$ cat config.mk
export PLATFORM = sky130hd
export DESIGN_NAME = bfp_normaliser
export DESIGN_NICKNAME = d
export VERILOG_FILES = /design/src/rtl/bfpn_pkg.sv /design/src/rtl/bfpn_exp_calc.sv /design/src/rtl/bfpn_shifter.sv /design/src/rtl/bfp_normaliser.sv
export SDC_FILE = /design/constraint.sdc
export NUM_CORES = 1
export LEC_CHECK = 0
export ABC_AREA = 1
export BUFFER_PORTS_ARGS = -buffer_cell sky130_fd_sc_hd__buf_2
export CAP_MARGIN = 20
export CELL_PAD_IN_SITES_DETAIL_PLACEMENT = 1
export CELL_PAD_IN_SITES_GLOBAL_PLACEMENT = 2
export CORE_ASPECT_RATIO = 1.4
export CORE_UTILIZATION = 32
export DETAILED_ROUTE_END_ITERATION = 10
export GPL_TIMING_DRIVEN = 0
export PLACE_DENSITY_LB_ADDON = 0.1
export RECOVER_POWER = 100
export SLEW_MARGIN = 25
export SYNTH_ARGS = -nofsm -noshare
export SYNTH_HDL_FRONTEND = slang
export SYNTH_SLANG_ARGS = --single-unit
$ cat constraint.sdc
create_clock -name clk -period 6.44 [get_ports clk]
set_input_delay 0.322 -clock clk [delete_from_list [all_inputs] [get_ports clk]]
set_output_delay 0.322 -clock clk [all_outputs]
set_load 0.03 [all_outputs]
$ cat src/rtl/bfpn_pkg.sv
package bfpn_pkg;

    typedef enum logic {
        ST_EMPTY = 1'b0,
        ST_ARMED = 1'b1
    } bfpn_state_e;

endpackage

$ cat src/rtl/bfpn_exp_calc.sv
module bfpn_exp_calc #(
    parameter int GW  = 5,
    parameter int WW  = 2,
    parameter int UEW = 6,
    parameter int CEW = GW + 1,
    parameter int SW  = ((UEW > CEW) ? UEW : CEW) + 2
) (
    input  logic [GW-1:0]  grp,
    input  logic [WW-1:0]  wt,
    input  logic [UEW-1:0] uexp,
    output logic [SW-1:0]  shamt
);

    logic [CEW-1:0] cexp;

    always_comb begin
        cexp  = CEW'(grp) + CEW'(wt);
        shamt = SW'(uexp) - SW'(cexp);
    end

endmodule

$ cat src/rtl/bfpn_shifter.sv
module bfpn_shifter #(
    parameter int DW = 16,
    parameter int SW = 8
) (
    input  logic [DW-1:0] din,
    input  logic [SW-1:0] shamt,
    output logic [DW-1:0] dout,
    output logic          ovf
);

    localparam int RW = $clog2(DW);
    localparam int LW = $clog2(DW) + 1;

    logic                 neg;
    logic [SW-1:0]        mag;
    logic [RW-1:0]        ramt;
    logic [LW-1:0]        lamt;
    logic signed [2*DW-1:0] ext;
    logic signed [2*DW-1:0] wide;
    logic [DW:0]          hi;
    logic                 fits;
    logic signed [DW-1:0] stg [RW+1];

    always_comb begin
        neg  = shamt[SW-1];
        mag  = neg ? (SW'(0) - shamt) : shamt;
        ramt = (mag > SW'(DW - 1)) ? RW'(DW - 1) : mag[RW-1:0];
        lamt = (mag > SW'(DW)) ? LW'(DW) : mag[LW-1:0];
    end

    assign stg[0] = din;

    for (genvar i = 0; i < RW; i++) begin : g_rstage
        assign stg[i+1] = ramt[i] ? (stg[i] >>> (1 << i)) : stg[i];
    end

    always_comb begin
        ext  = {{DW{din[DW-1]}}, din};
        wide = ext <<< lamt;
        hi   = wide[2*DW-1:DW-1];
        fits = (&hi) | ~(|hi);
        if (!neg) begin
            dout = stg[RW];
            ovf  = 1'b0;
        end else if (fits) begin
            dout = wide[DW-1:0];
            ovf  = 1'b0;
        end else begin
            dout = din[DW-1] ? {1'b1, {(DW-1){1'b0}}} : {1'b0, {(DW-1){1'b1}}};
            ovf  = 1'b1;
        end
    end

endmodule

$ cat src/rtl/bfp_normaliser.sv
module bfp_normaliser
    import bfpn_pkg::*;
#(
    parameter int DW         = 16,
    parameter int GW         = 5,
    parameter int WW         = 2,
    parameter int UEW        = 6,
    parameter int UEXP_LOG2N = 10
) (
    input  logic           clk,
    input  logic           rst_n,
    input  logic           grp_load,
    input  logic [GW-1:0]  grp_exp,
    input  logic           uexp_wr,
    input  logic [UEW-1:0] uexp_val,
    input  logic           in_valid,
    input  logic [DW-1:0]  in_data,
    input  logic [WW-1:0]  in_wt,
    output logic           out_valid,
    output logic [DW-1:0]  out_data,
    output logic           out_ovf
);

    localparam int CEW = GW + 1;
    localparam int SW  = ((UEW > CEW) ? UEW : CEW) + 2;
    localparam logic [DW-1:0] MAXP = {1'b0, {(DW-1){1'b1}}};
    localparam logic [DW-1:0] MINN = {1'b1, {(DW-1){1'b0}}};

    bfpn_state_e    state, state_nx;
    logic [GW-1:0]  grp_q;
    logic [UEW-1:0] uexp_q;
    logic [GW-1:0]  grp_eff;
    logic [UEW-1:0] uexp_eff;
    logic           accept;
    logic [SW-1:0]  shamt;
    logic [DW-1:0]  sh_data;
    logic           sh_ovf;

    // state register
    always_ff @(posedge clk) begin
        if (!rst_n) state <= ST_EMPTY;
        else        state <= state_nx;
    end

    // transitions T_ARM and T_RELOAD
    always_comb begin
        state_nx = state;
        unique case (state)
            ST_EMPTY: if (grp_load) state_nx = ST_ARMED;
            ST_ARMED: state_nx = ST_ARMED;
        endcase
    end

    always_comb begin
        grp_eff  = grp_load ? grp_exp : grp_q;
        uexp_eff = uexp_wr ? uexp_val : uexp_q;
        accept   = in_valid && (grp_load || (state == ST_ARMED));
    end

    always_ff @(posedge clk) begin
        if (!rst_n) begin
            grp_q  <= '0;
            uexp_q <= UEW'(UEXP_LOG2N);
        end else begin
            grp_q  <= grp_eff;
            uexp_q <= uexp_eff;
        end
    end

    bfpn_exp_calc #(.GW(GW), .WW(WW), .UEW(UEW), .CEW(CEW), .SW(SW)) u_exp (
        .grp   (grp_eff),
        .wt    (in_wt),
        .uexp  (uexp_eff),
        .shamt (shamt)
    );

    bfpn_shifter #(.DW(DW), .SW(SW)) u_shift (
        .din   (in_data),
        .shamt (shamt),
        .dout  (sh_data),
        .ovf   (sh_ovf)
    );

    // output process
    always_ff @(posedge clk) begin
        if (!rst_n) begin
            out_valid <= 1'b0;
            out_data  <= '0;
            out_ovf   <= 1'b0;
        end else begin
            out_valid <= accept;
            out_ovf   <= accept & sh_ovf;
            if (accept) out_data <= sh_data;
        end
    end

    AST_LATENCY:    assert property (@(posedge clk) disable iff (!rst_n) out_valid |-> $past(in_valid));
    AST_EMPTY_DROP: assert property (@(posedge clk) disable iff (!rst_n) (state == ST_EMPTY && !grp_load && in_valid) |=> !out_valid);
    AST_STAY_ARMED: assert property (@(posedge clk) disable iff (!rst_n) (state == ST_ARMED) |=> (state == ST_ARMED));
    AST_OVF_VALID:  assert property (@(posedge clk) disable iff (!rst_n) out_ovf |-> out_valid);
    AST_SAT_VALUE:  assert property (@(posedge clk) disable iff (!rst_n) out_ovf |-> (out_data == MAXP || out_data == MINN));

endmodule

==> reports/summary.txt, run 1 <==
Status - complete, no violations
Final slew viol count - 0
Post-CTS Setup Inserts - 0
Worst slew pin tran - 0.630 ns
Upper clock frequency limit - 182 MHz
Cell mode on critical path - nand2_1
Clk_lat worst skew - 0.28 ns
Largest fanout on the critical path - 10
H-tree depth - 2
Sequential fraction of the synthesis area - 15.3%
Synthesized cell area - 3940 um^2
Initial antenna violation count - 0
Pin count of the biggest net entering global routing - 11
Post-route setup TNS - 0 ns
GRT Overall Usage - 25.8%
Number of synthesized register bits - 30
Post-synth top cells - 274 x nand2_1, 108 x nand3_1, 74 x nor2_1
Clock root cell - clkbuf_16
Via count of the routed design - 4975
Synth Instances - 743
Design area - 4480 um^2
Crit-path max cell delay - 0.59 ns
Reg clk slew, reported paths - 0.05 ns
GPL Wtd Cong - 0.880
Min-Delay Path Depth - 3
Antenna diodes - 0
Area grow syn2layout - 13.8%
CTS tree - built
Seq pwr share - 10.1%
Final wirelength - 15700 um
Worst R2R End - out_data[6]$_SDFFE_PN0P_
Initial DRC count - 138
First-pass GRT wire length - 25500 um
Die area - 12800 um^2
Post-DRT Antenna Nets - 0
Chip width - 95.7 um
Port bufs - 49
I/O pins - 52
Die Y - 133 um
Clock Skew - 0.00283 ns
Layout fillers - 1734
Combinational power share - 78.5%
Longest Clk Path Bufs - 2
Top cells by area, synth - nand2_1 26%, dfxtp_1 15%, nand3_1 14%
Most frequent cell after synthesis - nand2_1
CTS sink count - 30
P_int - 0.827 mW
Vias in the first global route - 5166
Post-synth EDFFs - 0
Layout cells sized above 1 - 10.9%
Placed Area - 4360 um^2
TritonCTS Buffers - 5
Unrepaired setup endpoints after global routing - no
Initial core utilization - 33.1%
Crit Path Class - input pin to flip-flop
DRC viols - 0
Leak Pwr - 2.38 nW
Slowest CP cell - o311ai_0
Fin crit period - 5.48 ns
Final Hold Viols - 0
Cells along the critical path - clkbuf_1, mux2i_1, fa_1, fa_1, inv_1, ha_1, nand2_1, inv_1, nand3_1, nand2_1, nand2_1, nand2_1, nor2_1, buf_4, nand2_1, clkbuf_1, o21ai_0, nand2_1, o21ai_0, nor2_1, o311ai_0, nand2_1, nor2_1, nor2_1
Share of flip-flops with an asynchronous set or reset - 0%
Clock share of power - 11.4%
Post-synth net total - 789
WL/cell - 16.6 um
Reg2reg start - grp_q[0]$_SDFF_PN0_
Yosys Warn Count - 0
Worst vdd ir - 0.188 mV
Required time worst endpoint - 6.61 ns
Core ar. - 11900 um^2
Critical Path AT - 5.65 ns
Endpoints failing setup - 0
Row count - 47
Sw Pwr - 1.25 mW
DRT Pass-1 Iters - 4
Worst reg2reg path depth - 23
Critical hold path startpoint - uexp_val[1]
Class of the worst hold path - input pin to flip-flop
Crit. End Element - flip-flop
Post-DP HPWL - 13100 um
Yosys top cell area share - 26.1%
Nets - 845
Min-Delay Endpoint - uexp_q[1]$_SDFF_PN1_
Relative slew slack - 57.5%
Netlist cell types - 34
Post-DR vias/cell - 5.25
Synth area leader - nand2_1
PwrDens - 464 nW/um^2
Startpoint types - input pin
Main synth FF type - dfxtp_1
Max cap viols - 0
Switching Share - 60.2%
CTS Hold Bufs - 0
CTS resizes - 0
Final worst-path cycle share - 85.2%
Total congestion overflow - 0
Worst reg2reg setup slack - 1.05 ns
Mean Syn Cell Area - 5.30 um^2
==> placed cells by master (no fill, tap or decap), drive strengths merged <==
cell	synthesis	routed
buf	22	50
a21oi	21	21
nor2	80	80
a21o	1	1
nand3	114	114
o311ai	2	2
ha	10	10
dfxtp	30	30
fa	2	2
o22ai	6	6
clkbuf	12	39
clkinvlp	0	1
clkinv	4	5
and2	1	1
o21ai	60	60
nand4	7	7
mux2i	4	4
inv	69	69
o211ai	7	7
nand2	289	289
nor4	1	1
nor3	1	1
==> registers in the layout, indices dropped and copies added, names as in the netlist <==
name,count
out_data,16
uexp_q,6
out_ovf,1
grp_q,5
out_valid,1
state,1
==> per-stage QoR <==
stage	power, mW	util (%)	std cells	hold WS [ns]	setup slack [ns]
finish	2.08	37.7	947	0.294	0.956
global route	2.29	37.7	947	0.301	0.469
CTS	2.09	38.0	947	0.294	1.28
detailed placement	1.84	36.7	939	0.458	0.997
global placement	1.82	36.7	939	0.441	1.10
floorplan	1.38	-	743	0.429	2.41
==> critical path: cells and delay by family <==
| kind | cells | cell delay, ns |
|---|---|---|
| buffers and inverters | 5 | 0.99 |
| and+or+nand+nor | 12 | 1.77 |
| AOI/OAI and AO/OA | 3 | 1.09 |
| adders and majority gates | 3 | 1.23 |
| muxes | 1 | 0.23 |
==> layer usage <==
layer | vias to the layer above | global-route usage (%) | part of all wire [%]
met1 | 2351 | 29.2 | 41
met4 | 0 | 11.4 | 4.2
met3 | 33 | 0.913 | 1.8
met2 | 85 | 48.5 | 53
met5 | - | 0 | 0
li1 | 2506 | - | -
==> power groups by stage <==
stage	logic, mW	registers (mW)	clock network [mW]
6_report	1.63	0.210	0.237
5_1_grt	1.83	0.212	0.247
4_1_cts	1.64	0.210	0.240
3_5_place_dp	1.63	0.213	0
3_3_place_gp	1.61	0.213	0
2_1_floorplan	1.14	0.238	0
==> logic make-up (layout without fill, tap and decap cells) <==
logic type      Yosys count  after routing  synth area share, %
simple gates            493            493                 54.1
buf+inv                 107            164                 12.2
compound gates           97             97                 13.2
flops                    30             30                 15.3
fa+ha+maj                12             12                 4.20
mux                       4              4                 1.02
==> worst max-delay path by stage <==
stage                        start                        to  slack (ns)
after floorplan           grp_load  out_data[0]$_SDFFE_PN0P_        2.41
after global placement    grp_load  out_data[6]$_SDFFE_PN0P_        1.10
after detailed placement  grp_load  out_data[6]$_SDFFE_PN0P_         1.0
after CTS                 grp_load  out_data[6]$_SDFFE_PN0P_        1.28
after global routing      grp_load  out_data[0]$_SDFFE_PN0P_        0.47
final                     grp_load  out_data[6]$_SDFFE_PN0P_        0.96
==> layout make-up <==
cell class / instances / area [um^2] / share of cell area [%]
Buffer: 34 / 196 / 4.39
Clock buffer: 6 / 139 / 3.10
Clock inverter: 2 / 12.5 / 0.279
Inverter: 73 / 279 / 6.23
Multi-Input combinational cell: 606 / 2840 / 63.5
Sequential cell: 30 / 601 / 13.4
Tap cell: 147 / 184 / 4.11
Timing Repair Buffer: 49 / 221 / 4.95
Power figures use the tool's default switching activity.
==> inputs of run 2 (changes only) <==
Settings changed: REMOVE_ABC_BUFFERS set to 1.
==> run 2 against run 1 <==
  * Global-route usage down 2.3 points
  * Register-to-register slack got worse by 0.33 ns
  * Clock power about the same
  * Flip-flop and latch count is the same
  * Highest routed layer unchanged
  * Design area shrank 3.8%
  * Count of clock-buffer cells in the layout is the same
  * Clock skew about the same
==> reports/summary.txt, run 2 (synthesis results as in run 1) <==
Crit Path Class - input pin to flip-flop
Required time worst endpoint - 6.60 ns
Most frequent cells in the layout - 275 x nand2_1, 108 x nand3_1, 72 x nor2_1
Final Hold Viols - 0
Layout fillers - 1723
Worst reg2reg setup slack - 0.72 ns
Pin count of the biggest net entering global routing - 29
Status - complete, no violations
Initial antenna violation count - 0
Startpoint types - input pin
Initial DRC count - 140
Max cap viols - 0
I/O pins - 52
Area occupied by multi-input gates - 2860 um^2
Total congestion overflow - 0
Die area - 12800 um^2
Port bufs - 51
Commonest non-fill, non-tap cell in the layout - nand2_1
Area grow syn2layout - 9.44%
Via count of the routed design - 4822
Worst R2R End - out_data[10]$_SDFFE_PN0P_
Final wirelength - 14400 um
Placed Area - 4170 um^2
Initial core utilization - 33.1%
Critical hold path startpoint - uexp_val[1]
Worst vdd ir - 0.195 mV
Crit. End Element - flip-flop
WL/cell - 15.7 um
Chip width - 95.7 um
Max reg flops - 16
Post-DRT Antenna Nets - 0
DRT Pass-1 Iters - 4
Layout Utilization - 36.3%
Biggest register - out_data
Post-DP HPWL - 11800 um
Endpoints failing setup - 0
Tot Pwr - 1.97 mW
Final slew viol count - 0
CTS sink count - 30
Vias in the first global route - 4978
Final worst-path cycle share - 89.5%
Min-Delay Endpoint - uexp_q[1]$_SDFF_PN1_
Nets - 813
Critical Path AT - 5.93 ns
Longest Clk Path Bufs - 2
Reg2reg start - grp_q[0]$_SDFF_PN0_
Row count - 47
Fin crit period - 5.77 ns
DRC viols - 0
Worst slew pin tran - 0.934 ns
Upper clock frequency limit - 173 MHz
Layout cells sized above 1 - 9.77%
H-tree depth - 2
GRT Overall Usage - 23.5%
Min-Delay Path Depth - 3
PwrDens - 456 nW/um^2
Clock Skew - 0.00332 ns
Clock root cell - clkbuf_16
Clk_lat worst skew - 0.27 ns
Relative slew slack - 37.6%
TritonCTS Buffers - 5
Post-DR vias/cell - 5.27
Switching Share - 60.8%
Seq pwr share - 10.7%
P_int - 0.770 mW
Unrepaired setup endpoints after global routing - no
Reg clk slew, reported paths - 0.05 ns
Die Y - 133 um
Hold_ws - 0.300 ns
Worst reg2reg path depth - 22
Class of the worst hold path - input pin to flip-flop
Core ar. - 11900 um^2
Largest fanout on the critical path - 24
Clock share of power - 11.9%
Sw Pwr - 1.20 mW
Biggest regs - out_data (16), uexp_q (6), grp_q (5)
GPL Wtd Cong - 0.856
First-pass GRT wire length - 23600 um
Antenna diodes - 0
Combinational power share - 77.4%
Register area - 601 um^2
Leak Pwr - 2.27 nW
Design area - 4310 um^2
CTS tree - built
run 2: routing by layer:
layer,part of all wire [%],wire length (um),GRT usage (%)
met1,40,5710,24.9
met2,54,7750,46.5
met3,2.7,384,1.48
met4,3.9,566,8.62
met5,0,0,0
run 2: worst max-delay path by stage:
| stage | startpoint | depth (start not counted) | end | slack, ns |
|---|---|---|---|---|
| floorplan | grp_load | 21 | out_data[1]$_SDFFE_PN0P_ | 1.54 |
| CTS | grp_load | 27 | out_data[2]$_SDFFE_PN0P_ | 0.09 |
| global route | grp_load | 33 | out_data[5]$_SDFFE_PN0P_ | 0.06 |
| global placement | grp_load | 23 | out_data[6]$_SDFFE_PN0P_ | -0.31 |
| detailed placement | grp_load | 23 | out_data[6]$_SDFFE_PN0P_ | -0.26 |
| finish | grp_load | 27 | out_data[10]$_SDFFE_PN0P_ | 0.67 |
run 2: layout make-up:
class / count / area share [%]
multi-input cells: 606 / 66.3
flip-flops and latches: 30 / 13.9
inverters: 73 / 6.57
repair buffers: 51 / 5.37
well taps: 147 / 4.27
clock buffers: 6 / 3.22
clock inverters: 2 / 0.291
run 2: power by group through the flow:
| stage | clock network (mW) | logic [mW] | registers [mW] |
|---|---|---|---|
| floorplan | 0 | 1.06 | 0.238 |
| detailed placement | 0 | 1.52 | 0.213 |
| CTS | 0.239 | 1.53 | 0.210 |
| global route | 0.248 | 1.72 | 0.212 |
| global placement | 0 | 1.50 | 0.213 |
| finish | 0.234 | 1.52 | 0.210 |
run 2: stage by stage:
| step | std cells | TNS, ns | worst slack, ns |
|---|---|---|---|
| after floorplan | 709 | 0 | 1.54 |
| after global placement | 907 | -1.80 | -0.312 |
| after detailed placement | 907 | -1.99 | -0.259 |
| after CTS | 915 | 0 | 0.0942 |
| after global routing | 915 | 0 | 0.0624 |
| final | 915 | 0 | 0.674 |
run 2: critical path, stage by stage:
cell and delay [ns]:
clkbuf_2 0.17, inv_1 0.11, nand2_1 0.09, nand2_1 0.09, ha_1 0.30, inv_1 0.04, ha_1 0.38, nand2_1 0.09
nand2_1 0.08, nand2_1 0.11, nand3_2 0.38, clkinvlp_4 0.49, nand2_1 0.13, nand2_1 0.07, nand2_1 0.11, nor2_4 0.51
inv_2 0.34, nor2_2 0.57, clkinv_1 0.43, nand2_1 0.15, o21ai_0 0.12, o21ai_0 0.36, o21ai_0 0.14, nand2_1 0.08
nand2_1 0.07, nor2_1 0.09, nor2_1 0.05
run 2: what timing repair did:
action                     4_1_cts  5_1_grt
hold buffers                     0        0
setup endpoints to repair        1       11
setup buffers                    0        0
gates resized for setup          1        1
